[config.mk]
export PLATFORM = sky130hd
export DESIGN_NAME = sd_rsp_capture
export DESIGN_NICKNAME = d
export VERILOG_FILES = /design/src/rtl/sd_rsp_pkg.sv /design/src/rtl/sd_rsp_shifter.sv /design/src/rtl/sd_rsp_store.sv /design/src/rtl/sd_rsp_reader.sv /design/src/rtl/sd_rsp_capture.sv
export SDC_FILE = /design/constraint.sdc
export NUM_CORES = 1
export LEC_CHECK = 0
export ABC_AREA = 0
export ABC_CLOCK_PERIOD_IN_PS = 4750
export BUFFER_PORTS_ARGS = -buffer_cell sky130_fd_sc_hd__buf_2
export CAP_MARGIN = 5
export CORE_UTILIZATION = 31
export CTS_BUF_LIST = sky130_fd_sc_hd__clkbuf_4 sky130_fd_sc_hd__clkbuf_8 sky130_fd_sc_hd__clkbuf_16
export DETAILED_ROUTE_END_ITERATION = 8
export GPL_TIMING_DRIVEN = 0
export SLEW_MARGIN = 15
export SYNTH_ARGS = -nofsm -noshare
export SYNTH_HDL_FRONTEND = slang
export SYNTH_HIERARCHICAL = 1
export SYNTH_SLANG_ARGS = --single-unit
[constraint.sdc]
create_clock -name clk_i -period 4.75 [get_ports clk_i]
set_input_delay 0.95 -clock clk_i [delete_from_list [all_inputs] [get_ports clk_i]]
set_output_delay 0.95 -clock clk_i [all_outputs]
set_load 0.02 [all_outputs]
[src/rtl/sd_rsp_pkg.sv]
package sd_rsp_pkg;
  localparam int unsigned DEF_WORD_W    = 16;
  localparam int unsigned DEF_SHORT_LEN = 48;
  localparam int unsigned DEF_LONG_LEN  = 136;

  function automatic int unsigned words_for(input int unsigned bits, input int unsigned w);
    return (bits + w - 1) / w;
  endfunction
endpackage

[src/rtl/sd_rsp_shifter.sv]
module sd_rsp_shifter #(
  parameter int unsigned SHORT_LEN = 48,
  parameter int unsigned LONG_LEN  = 136,
  localparam int unsigned CNT_W    = $clog2(LONG_LEN + 1)
) (
  input  logic                clk_i,
  input  logic                rst_ni,
  input  logic                soft_rst_i,
  input  logic                bit_i,
  input  logic                valid_i,
  input  logic                long_sel_i,
  output logic [LONG_LEN-1:0] frame_o,
  output logic                cap_o,
  output logic                cap_long_o
);
  logic [LONG_LEN-1:0] sh_q;
  logic [CNT_W-1:0]    cnt_q;
  logic                long_q;
  logic                long_eff;
  logic                last;

  // length is frozen by the first bit of a frame
  assign long_eff = (cnt_q == '0) ? long_sel_i : long_q;
  assign last     = long_eff ? (cnt_q == CNT_W'(LONG_LEN - 1))
                             : (cnt_q == CNT_W'(SHORT_LEN - 1));
  assign frame_o    = {sh_q[LONG_LEN-2:0], bit_i};
  assign cap_o      = valid_i && last && !soft_rst_i;
  assign cap_long_o = long_eff;

  always_ff @(posedge clk_i or negedge rst_ni) begin
    if (!rst_ni) begin
      sh_q   <= '0;
      cnt_q  <= '0;
      long_q <= 1'b0;
    end else if (soft_rst_i) begin
      sh_q   <= '0;
      cnt_q  <= '0;
      long_q <= 1'b0;
    end else if (valid_i) begin
      sh_q   <= frame_o;
      long_q <= long_eff;
      cnt_q  <= last ? '0 : cnt_q + CNT_W'(1);
    end
  end
endmodule

[src/rtl/sd_rsp_store.sv]
module sd_rsp_store #(
  parameter int unsigned SHORT_LEN = 48,
  parameter int unsigned LONG_LEN  = 136
) (
  input  logic                clk_i,
  input  logic                rst_ni,
  input  logic                soft_rst_i,
  input  logic                ld_i,
  input  logic                ld_long_i,
  input  logic [LONG_LEN-1:0] frame_i,
  output logic [LONG_LEN-1:0] data_o,
  output logic                long_o
);
  logic [LONG_LEN-1:0] trimmed;

  // short frames keep only their own bits; stale upper bits are dropped
  always_comb begin
    trimmed = '0;
    if (ld_long_i) trimmed = frame_i;
    else           trimmed[SHORT_LEN-1:0] = frame_i[SHORT_LEN-1:0];
  end

  always_ff @(posedge clk_i or negedge rst_ni) begin
    if (!rst_ni) begin
      data_o <= '0;
      long_o <= 1'b0;
    end else if (soft_rst_i) begin
      data_o <= '0;
      long_o <= 1'b0;
    end else if (ld_i) begin
      data_o <= trimmed;
      long_o <= ld_long_i;
    end
  end
endmodule

[src/rtl/sd_rsp_reader.sv]
module sd_rsp_reader #(
  parameter int unsigned WORD_W    = 16,
  parameter int unsigned SHORT_LEN = 48,
  parameter int unsigned LONG_LEN  = 136,
  localparam int unsigned SW    = sd_rsp_pkg::words_for(SHORT_LEN, WORD_W),
  localparam int unsigned LW    = sd_rsp_pkg::words_for(LONG_LEN, WORD_W),
  localparam int unsigned PTR_W = $clog2(LW),
  localparam int unsigned EXT_L = LW * WORD_W,
  localparam int unsigned EXT_S = SW * WORD_W
) (
  input  logic                clk_i,
  input  logic                rst_ni,
  input  logic                soft_rst_i,
  input  logic                cap_i,
  input  logic                rd_i,
  input  logic                long_i,
  input  logic [LONG_LEN-1:0] data_i,
  output logic [WORD_W-1:0]   word_o,
  output logic [PTR_W-1:0]    ptr_o
);
  logic [PTR_W-1:0] ptr_q;
  logic [PTR_W-1:0] last_idx;
  logic [EXT_L-1:0] ext_l;
  logic [EXT_S-1:0] ext_s;

  assign last_idx = long_i ? PTR_W'(LW - 1) : PTR_W'(SW - 1);
  assign ptr_o    = ptr_q;

  always_ff @(posedge clk_i or negedge rst_ni) begin
    if (!rst_ni)                 ptr_q <= '0;
    else if (soft_rst_i || cap_i) ptr_q <= '0;
    else if (rd_i)               ptr_q <= (ptr_q == last_idx) ? '0 : ptr_q + PTR_W'(1);
  end

  // zero-extend on the left so the top word of a long frame is partial
  always_comb begin
    ext_l = '0;
    ext_l[LONG_LEN-1:0] = data_i;
    ext_s = '0;
    ext_s[SHORT_LEN-1:0] = data_i[SHORT_LEN-1:0];
  end

  always_comb begin
    word_o = '0;
    if (long_i) begin
      for (int k = 0; k < int'(LW); k++)
        if (ptr_q == PTR_W'(k)) word_o = ext_l[(int'(LW) - 1 - k) * int'(WORD_W) +: WORD_W];
    end else begin
      for (int k = 0; k < int'(SW); k++)
        if (ptr_q == PTR_W'(k)) word_o = ext_s[(int'(SW) - 1 - k) * int'(WORD_W) +: WORD_W];
    end
  end
endmodule

[src/rtl/sd_rsp_capture.sv]
module sd_rsp_capture #(
  parameter int unsigned WORD_W    = sd_rsp_pkg::DEF_WORD_W,
  parameter int unsigned SHORT_LEN = sd_rsp_pkg::DEF_SHORT_LEN,
  parameter int unsigned LONG_LEN  = sd_rsp_pkg::DEF_LONG_LEN,
  localparam int unsigned LW    = sd_rsp_pkg::words_for(LONG_LEN, WORD_W),
  localparam int unsigned PTR_W = $clog2(LW)
) (
  input  logic              clk_i,
  input  logic              rst_ni,
  input  logic              soft_rst_i,
  input  logic              rsp_bit_i,
  input  logic              rsp_valid_i,
  input  logic              rsp_long_sel_i,
  input  logic              rd_rsp_i,
  output logic [WORD_W-1:0] rd_data_o,
  output logic              rsp_done_o
  ,output logic             rsp_long_o
);
  logic [LONG_LEN-1:0] frame_w;
  logic [LONG_LEN-1:0] held_w;
  logic                cap_w;
  logic                cap_long_w;
  logic [PTR_W-1:0]    ptr_w;
  logic                done_q;

  sd_rsp_shifter #(.SHORT_LEN(SHORT_LEN), .LONG_LEN(LONG_LEN)) u_shift (
    .clk_i(clk_i), .rst_ni(rst_ni), .soft_rst_i(soft_rst_i),
    .bit_i(rsp_bit_i), .valid_i(rsp_valid_i), .long_sel_i(rsp_long_sel_i),
    .frame_o(frame_w), .cap_o(cap_w), .cap_long_o(cap_long_w)
  );

  sd_rsp_store #(.SHORT_LEN(SHORT_LEN), .LONG_LEN(LONG_LEN)) u_store (
    .clk_i(clk_i), .rst_ni(rst_ni), .soft_rst_i(soft_rst_i),
    .ld_i(cap_w), .ld_long_i(cap_long_w), .frame_i(frame_w),
    .data_o(held_w), .long_o(rsp_long_o)
  );

  sd_rsp_reader #(.WORD_W(WORD_W), .SHORT_LEN(SHORT_LEN), .LONG_LEN(LONG_LEN)) u_read (
    .clk_i(clk_i), .rst_ni(rst_ni), .soft_rst_i(soft_rst_i),
    .cap_i(cap_w), .rd_i(rd_rsp_i), .long_i(rsp_long_o), .data_i(held_w),
    .word_o(rd_data_o), .ptr_o(ptr_w)
  );

  // capture outranks a same-cycle read
  always_ff @(posedge clk_i or negedge rst_ni) begin
    if (!rst_ni)         done_q <= 1'b0;
    else if (soft_rst_i) done_q <= 1'b0;
    else if (cap_w)      done_q <= 1'b1;
    else if (rd_rsp_i)   done_q <= 1'b0;
  end
  assign rsp_done_o = done_q;
endmodule

==> Yosys cells after proc, flatten, opt, wreduce, memory -nomap -nowiden <==
Index checks and enable logic that the tools add are counted.
{ "word_totals": {"out_inout_bits": 18, "reg_bits": 286, "inputBits": 7, "elab_cells": 64} }
{ "op_classes": {"addsub": 2, "n_mux": 34, "reduce_logical": 10, "n_eq_ne": 11} }
{ "op_table": {"columns": ["cell", "n"], "rows": [
  ["2-to-1 mux 136 bit", 2],
  ["2-to-1 mux 135 bit", 2],
  ["2-to-1 mux 16 bit", 12],
  ["2-to-1 mux 88 bit", 1],
  ["2-to-1 mux 8 bit", 4],
  ["== test 4 x 3 -> 1 bit, second input constant", 4],
  ["2-to-1 mux 4 bit", 4],
  ["2-to-1 mux 1 bit", 9],
  ["adder 8 x 1 -> 8 bit, second input constant", 1],
  ["== test 4 x 2 -> 1 bit, second input constant", 2],
  ["== test 8 x 6 -> 1 bit, second input constant", 1],
  ["== test 8 bit, second input constant", 1],
  ["zero test 8 bit", 1],
  ["nonzero test 2 bit", 3],
  ["adder 4 x 1 -> 4 bit, second input constant", 1],
  ["== test 4 x 1 -> 1 bit, second input constant", 1],
  ["== test 4 bit", 1],
  ["== test 4 bit, second input constant", 1],
  ["zero test 4 bit", 1],
  ["nonzero test 3 bit", 1],
  ["logical AND 1 bit", 2],
  ["zero test 1 bit", 1],
  ["logical OR 1 bit", 1]
]} }

==> Logic depth before layout (Yosys ltp) <==
Gate-level depths: netlist of the first run.
{ "depth": {"word_depth": 11, "ltp_mapped": 9, "mapped_depth_nobuf": 7} }

==> By module <==
Netlist of the first run, hierarchy kept.
{ "modules_own_cells": {"columns": ["module", "instances", "seq_area_each_um2", "cells_each", "area_per_inst_um2"], "rows": [
  ["sd_rsp_shifter", 1, 3603.5, 499, 5947.0],
  ["sd_rsp_store", 1, 3428.3, 368, 5242.5],
  ["sd_rsp_reader", 1, 100.1, 322, 2358.5],
  ["sd_rsp_capture", 1, 25.0, 4, 43.8]
]} }

==> Worst setup path after synthesis of the first run <==
No wires, ideal clock.
{ "synth_path": {"kind": "reg2out", "startpoint": "reg u_read.ptr_q[0], in the netlist u_read/ptr_o[0]", "endpoint": "out rd_data_o[10]", "slack_ns": 1.978, "path_stages_with_launch": 10, "t_required_ns": 3.800, "path_buffers": 3, "arrival_ns": 1.822, "cell_sequence": "dfrtp_1 -> inv_1 -> ha_1 -> buf_6 -> nor2b_4 -> buf_6 -> buf_6 -> a221oi_1 -> nor3_1 -> a221o_1"} }
{ "synth_between": {"elab_chain_len": 10, "elab_cells_between_ends": 21, "cone_classes": "eq/ne: 8; mux: 12; reduce/logical: 1"} }
{ "synth_rtl": {"columns": ["element", "line_no", "source"], "rows": [
  ["start, declared", "sd_rsp_reader.sv:21", "logic [PTR_W-1:0] ptr_q;"],
  ["start signal, assigned", "sd_rsp_reader.sv:32", "else if (rd_i) ptr_q <= (ptr_q == last_idx) ? '0 : ptr_q + PTR_W'(1);"],
  ["== test 4 x 1 -> 1 bit", "sd_rsp_reader.sv:47, sd_rsp_reader.sv:50", null],
  ["2-to-1 mux 16 bit (8 in a row)", "sd_rsp_reader.sv:47", "if (ptr_q == PTR_W'(k)) word_o = ext_l[(int'(LW) - 1 - k) * int'(WORD_W) +: WORD_W];"],
  ["2-to-1 mux 16 bit (*)", "sd_rsp_reader.sv:45", "if (long_i) begin"],
  ["end, declared", "sd_rsp_capture.sv:15", "output logic [WORD_W-1:0] rd_data_o,"]
]} }
Mark *: on every way between the ends. The rest lies on a longest branch, timed or not.

==> Worst setup path in the final report of the first run <==
{ "layout_path": {"startpoint": "reg u_read.ptr_q[0], in the netlist u_read/ptr_o[0]", "endpoint": "out rd_data_o[4]"} }
{ "layout_between": {"elab_chain_len": 11, "elab_cells_between_ends": 22, "cone_classes": "eq/ne: 8; mux: 13; reduce/logical: 1"} }
{ "layout_rtl": {"columns": ["element", "line_no"], "rows": [
  ["zero test 4 bit", "sd_rsp_reader.sv:47, sd_rsp_reader.sv:50"],
  ["2-to-1 mux 8 bit", "sd_rsp_reader.sv:47"],
  ["2-to-1 mux 16 bit (8 in a row)", "sd_rsp_reader.sv:47"],
  ["2-to-1 mux 16 bit (*)", "sd_rsp_reader.sv:45"]
]} }
Marked as above.

==> results of run 1 <==
-- area by class of cell --
| type | count | share of cell area [%] |
|---|---|---|
| well taps | 585 | 4.70 |
| repair buffers | 25 | 1.16 |
| clock inverters | 15 | 1.20 |
| multi-input cells | 768 | 36.7 |
| plain buffers | 115 | 4.03 |
| inverters | 24 | 0.578 |
| clock buffers | 41 | 5.74 |
| flip-flops and latches | 286 | 45.9 |
-- cells by family after synthesis --
family | Yosys count
xor+xnor | 4
simple gates | 323
buf+inv | 139
compound gates | 241
mux | 194
flops | 286
fa+ha+maj | 6
-- worst paths after layout --
kind	start	end	slack (ns)
hold / removal	rst_ni	u_shift/sh_q[121]	0.37
setup / recovery	u_read/ptr_o[0]	rd_data_o[4]	0.85
hold reg to reg	u_store/data_o[103]	u_store/data_o[103]	0.50
min in group clk_i	u_store/data_o[103]	u_store/data_o[103]	0.50
max in group asynchronous	rst_ni	u_shift/sh_q[90]	2.97
setup reg to reg	u_shift/cnt_q[4]	u_store/data_o[68]	1.95
-- state kept, by name, summed over array words and instances, names as in the netlist --
name and flops:
u_store/data_o 136, u_shift/sh_q 135, u_shift/cnt_q 8, u_read/ptr_o 4, rsp_done_o 1, u_shift/long_q 1
u_store/long_o 1
-- metal layers --
| metal | track usage (%) | vias up | share of wire (%) |
|---|---|---|---|
| met5 | 0 | - | 0 |
| met4 | 6.57 | 0 | 3.8 |
| met3 | 2.28 | 72 | 4.8 |
| met2 | 27.0 | 255 | 46 |
| met1 | 23.6 | 4997 | 46 |
| li1 | - | 4480 | - |
-- cells in the final DEF, fill, tap and decap left out, types with 6 or more instances in the layout --
| master | instances |
|---|---|
| a221oi_1 | 13 |
| mux2i_1 | 193 |
| nor2_1 | 195 |
| clkbuf_16 | 31 |
| buf_2 | 71 |
| nand4b_1 | 8 |
| clkinv_2 | 7 |
| a41oi_1 | 8 |
| nand3_1 | 7 |
| buf_6 | 12 |
| nor2b_1 | 9 |
| clkbuf_1 | 40 |
| nand3b_1 | 27 |
| nand2b_1 | 13 |
| inv_1 | 22 |
| a22o_1 | 16 |
| dfrtp_1 | 286 |
| o211ai_1 | 10 |
| a221oi_2 | 12 |
| a21oi_1 | 35 |
| a32o_1 | 87 |
| nor3_1 | 9 |
| a221o_1 | 16 |
| buf_4 | 12 |
| o21ai_0 | 17 |
| o221a_2 | 8 |
| clkbuf_8 | 7 |
| nand2_1 | 32 |
| ha_1 | 6 |
| o21a_1 | 9 |
-- cells in the mapped netlist, drive strengths merged (6+ instances only) --
| cell type | count | area share, % |
|---|---|---|
| nor3 | 12 | 0.60 |
| clkbuf | 40 | 1.1 |
| mux2i | 193 | 14 |
| a21oi | 36 | 1.4 |
| nor2 | 197 | 5.5 |
| nand2 | 32 | 0.88 |
| a41oi | 8 | 0.52 |
| nand3 | 8 | 0.33 |
| a221oi | 25 | 2.2 |
| a22o | 16 | 1.0 |
| a221o | 16 | 1.2 |
| dfrtp | 286 | 53 |
| buf | 75 | 3.5 |
| inv | 24 | 0.66 |
| o221a | 8 | 0.66 |
| a32o | 87 | 6.4 |
| nand4b | 8 | 0.52 |
| nand2b | 13 | 0.60 |
| ha | 6 | 0.55 |
| nand3b | 28 | 1.6 |
| o211ai | 10 | 0.55 |
| o21ai | 21 | 0.77 |
| o21a | 9 | 0.50 |
| nor2b | 11 | 0.58 |
-- report_power, final --
group	total, uW	leakage (uW)	internal, uW	switching, uW
registers	2450	0.00399	2440	7.49
logic	417	0.00248	129	288
clock network	2510	0.000539	1530	976
total	5380	0.00701	4110	1270
-- per-stage QoR --
step                instance area (um2)  total power, uW  setup TNS (ns)  worst slack [ns]  std cells
floorplan                         13600             2750               0              1.98       1193
global placement                  14400             2900         -719.62             -2.55       1801
detailed placement                14500             2910               0              1.49       1803
CTS                               15600             5440               0             0.869       1859
global route                      15600             5570               0             0.699       1859
finish                            15600             5380               0             0.852       1859
==> flow_metrics.tcl, run 1 <==
set metrics [dict create \
    ys_warn_count 6 \
    yosys_register_bits 286 \
    final_nets 1264 \
    whs_ns 0.372 \
    synth-edff-count 0 \
    clock_latency_ns 0.56 \
    die-width_um 211 \
    routedWlPerCell_um 20.1 \
    overflow 0 \
    postCtsResizedCells 0 \
    drive_above_1_share_pct 14.9 \
    crit_path_top_delay_cell "or3b_2" \
    syn-num-nets 1206 \
    postCtsSetupRepairBufs 0 \
    async_flop_share_pct 100 \
    die_area_um2 44700 \
    synthFlopType "dfrtp_1" \
    max_slew_margin_pct 30.9 \
    skew_ns 0.0135 \
    post-route-period-util_pct 82.1 \
    wl_um 37400 \
    seq_area_um2 7160 \
    place_hpwl_um 27400 \
    yosys.cell_types.count 57 \
    hold_buffers 0 \
    cts_root_buf "clkbuf_16" \
    crit_cells 9 \
    end_kind "output port" \
    hold_viol 0 \
    synth_top_family_by_area "compound AO/OA/AOI/OAI gates" \
    critPathMaxFanout 8 \
    crit_path_frequent_cell "buf_2" \
    cpLargestDelayFamily "buffers and inverters" \
    status "completed" \
    r2r_cells 7 \
    power_density_nw_per_um2 345 \
    htree_levels 1 \
    grt_max_degree 102 \
    min_period_ns 3.90 \
    drtPass1Iterations 7 \
    drc_errors 0 \
    multi_input_area_um2 5720 \
    viasPerCell 5.27 \
    total_leakage_power_uw 0.00701 \
    netlist_instances 1193 \
    synthToLayoutAreaGrowth_pct 14.7 \
    tightestPinTransition_ns 1.04 \
    synth-xor-area-share_pct 0.258 \
    vias 9804 \
    crit_arrival_ns 2.95 \
    synth-seq-area-share_pct 52.7 \
    required_ns 3.80 \
    ioPinCount 25 \
    ir_drop_mv 0.237 \
    cp-start-kind "flip-flop" \
    synthMuxAreaShare_pct 14.3 \
    fillers 4331 \
    place.gp.congestion 0.921 \
    clock-sinks 286 \
    port_buffers 23 \
    grt_pass1_wl_um 58600 \
    start_util_pct 31.5 \
    core.rowCount 76 \
    synth_fa_ha_area_share_pct 0.552 \
    first_global_vias 9752 \
    clk_pin_slew_ns 0.06 \
    cts_buffers 31 \
    cts.path.max_buffers 3 \
    path_class "flip-flop to output port" \
    crit_chain "inv_1 -> ha_1 -> buf_2 -> or3b_2 -> buf_2 -> a21oi_1 -> o21ai_0 -> nand2_1 -> buf_2" \
    drt-initial-drc-count 867 \
    synth_area_per_cell_um2 11.4 \
    grt_util_all_layers_pct 17.1 \
    fmax_mhz 257 \
    grt_antenna_before_repair 0 \
    yosys.area_share.simple_pct 11.5 \
    drv_cap 0 \
    fp.dieH_um 211 \
    rsz0062_at_grt "no" \
    syn_area_um2 13600 \
    cp_num_buf_inv 4 \
    hold_class "primary input to asynchronous set/reset pin" \
    slew_viol_final 0 \
    fin_util_pct 36.1 \
    n_antenna_cell 0 \
    setup_viol 0 \
    ant_nets 0 \
    synth_compound_area_share_pct 15.4 \
    cts_tree "done" \
    slowest_delay_ns 0.47 \
    core_um2 43200 \
]
No activity file was read; power rests on OpenSTA's default activity.
==> run 2: changes to the inputs <==
- ABC_CLOCK_PERIOD_IN_PS: 4750 -> 3800
- clock period: 4.75 -> 3.8 ns (I/O delays scaled with it)
==> flow_metrics.tcl, run 2 (synthesis results as in run 1) <==
set metrics [dict create \
    status "completed" \
    routedWlPerCell_um 20.1 \
    rsz0062_at_grt "no" \
    power_density_nw_per_um2 431 \
    cts.path.max_buffers 3 \
    die-width_um 211 \
    fp.dieH_um 211 \
    drc_errors 0 \
    layout_commonest_cell "dfrtp_1" \
    cp-start-kind "flip-flop" \
    slew_viol_final 0 \
    postCtsSetupRepairBufs 0 \
    setup_tns_ns 0 \
    required_ns 3.04 \
    intPower_uw 5130 \
    end_kind "output port" \
    cts_root_buf "clkbuf_16" \
    largest_reg_flops 136 \
    place_hpwl_um 27400 \
    start_util_pct 31.5 \
    drive_above_1_share_pct 15.3 \
    drv_cap 0 \
    grt_util_all_layers_pct 17.1 \
    cts_tree "done" \
    p_comb_share_pct 7.8 \
    crit_arrival_ns 2.96 \
    ant_nets 0 \
    setup_viol 0 \
    place.gp.congestion 0.921 \
    hold_class "primary input to asynchronous set/reset pin" \
    largest_register "u_store/data_o" \
    port_buffers 23 \
    netSwitchingFraction_pct 23.7 \
    n_antenna_cell 0 \
    max_slew_margin_pct 29.9 \
    switching_power_uw 1600 \
    viasPerCell 5.26 \
    grt_max_degree 102 \
    min_period_ns 3.72 \
    grt_antenna_before_repair 0 \
    crit_path_top_delay_cell "dfrtp_1" \
    clock_latency_ns 0.57 \
    final_cell_mix "285 x dfrtp_1, 195 x nor2_1, 193 x mux2i_1" \
    wl_um 37400 \
    htree_levels 1 \
    clk_pin_slew_ns 0.06 \
    synthToLayoutAreaGrowth_pct 14.8 \
    top_regs "u_store/data_o (136), u_shift/sh_q (135), u_shift/cnt_q (8)" \
    first_global_vias 9752 \
    fin_ws_ns 0.0820 \
    fmax_mhz 269 \
    tightestPinTransition_ns 1.05 \
    hold_viol 0 \
    skew_ns 0.0165 \
    drt-initial-drc-count 870 \
    postCtsResizedCells 0 \
    vias 9773 \
    slowest_delay_ns 0.46 \
    critPathMaxFanout 10 \
    post-route-period-util_pct 97.8 \
    ioPinCount 25 \
    total_leakage_power_uw 0.00701 \
    seqPwrFrac_pct 45.5 \
    path_class "flip-flop to output port" \
    power.share.clock_pct 46.7 \
    clock-sinks 286 \
    p_total_uw 6730 \
    ir_drop_mv 0.296 \
    fillers 4331 \
    drtPass1Iterations 5 \
    crit_chain "inv_1 -> ha_1 -> buf_6 -> buf_2 -> buf_2 -> nand3b_1 -> a21oi_1 -> o21ai_1 -> nand2_1 -> buf_2" \
    die_area_um2 44700 \
    grt_pass1_wl_um 58600 \
    place_ws_ns 0.730 \
    core.rowCount 76 \
    cts_buffers 31 \
    final_nets 1264 \
    crit_path_frequent_cell "buf_2" \
    core_um2 43200 \
    overflow 0 \
    hold_buffers 0 \
    whs_ns 0.191 \
]
## run 2: cell types whose count changed in the layout (fill, tap and decap cells not counted)
| cell | previous run | this run |
|---|---|---|
| a21oi_2 | 1 | 4 |
| dfrtp_1 | 286 | 285 |
| dfrtp_2 | 0 | 1 |
| clkbuf_2 | 0 | 1 |
| clkbuf_1 | 40 | 39 |
| a21oi_1 | 35 | 32 |
## run 2: worst max-delay path: cells and delay by family, from the launching register on
family | cells | cell delay, ns
flip-flops | 1 | 0.46
buffers and inverters | 5 | 1.00
adder cells (fa/ha/maj) | 1 | 0.18
AND/OR/NAND/NOR | 2 | 0.22
AO/OA/AOI/OAI | 2 | 0.52
## run 2: per-layer routing
layer,up-vias,share of wire [%],GRT usage (%)
li1,4485,-,-
met3,70,4.8,2.28
met4,0,3.6,6.57
met1,4966,46,23.6
met2,252,46,27.0
met5,-,0,0
## run 2: path summary, 6_finish.rpt
check                                    startpoint                  end  slack (ns)  depth (start not counted)
worst max-delay path                u_read/ptr_o[1]         rd_data_o[7]        0.08                         10
worst min-delay path                         rst_ni    u_shift/sh_q[121]        0.19                          1
worst max register to register     u_shift/cnt_q[4]   u_store/data_o[68]        1.02                          7
worst min register to register  u_store/data_o[104]  u_store/data_o[104]        0.50                          1
max in group asynchronous                    rst_ni   u_store/data_o[27]        2.19                          3
min in group clk_i                       soft_rst_i           rsp_done_o        0.45                          2
## run 2: power by group through the flow
stage	Clock [uW]	Sequential, uW	Combinational (uW)
after floorplan	0	3110	322
after global placement	0	3120	505
after detailed placement	0	3120	520
after CTS	3220	3060	521
after global routing	3340	3060	565
final	3150	3060	522
## run 2: per-stage QoR
step	utilization [%]	cells	area, um2
2_1_floorplan	-	1193	13600
3_3_place_gp	33.4	1801	14400
3_5_place_dp	33.6	1803	14500
4_1_cts	36.1	1859	15600
5_1_grt	36.1	1859	15600
6_report	36.1	1859	15600
## run 2: layout make-up
type | instances | area [um2] | share of cell area (%)
Sequential cell | 286 | 7160 | 45.9
Multi-Input combinational cell | 768 | 5730 | 36.7
Clock buffer | 41 | 895 | 5.73
Tap cell | 585 | 732 | 4.69
Buffer | 115 | 629 | 4.03
Clock inverter | 15 | 188 | 1.20
Timing Repair Buffer | 25 | 180 | 1.15
Inverter | 24 | 90.1 | 0.577
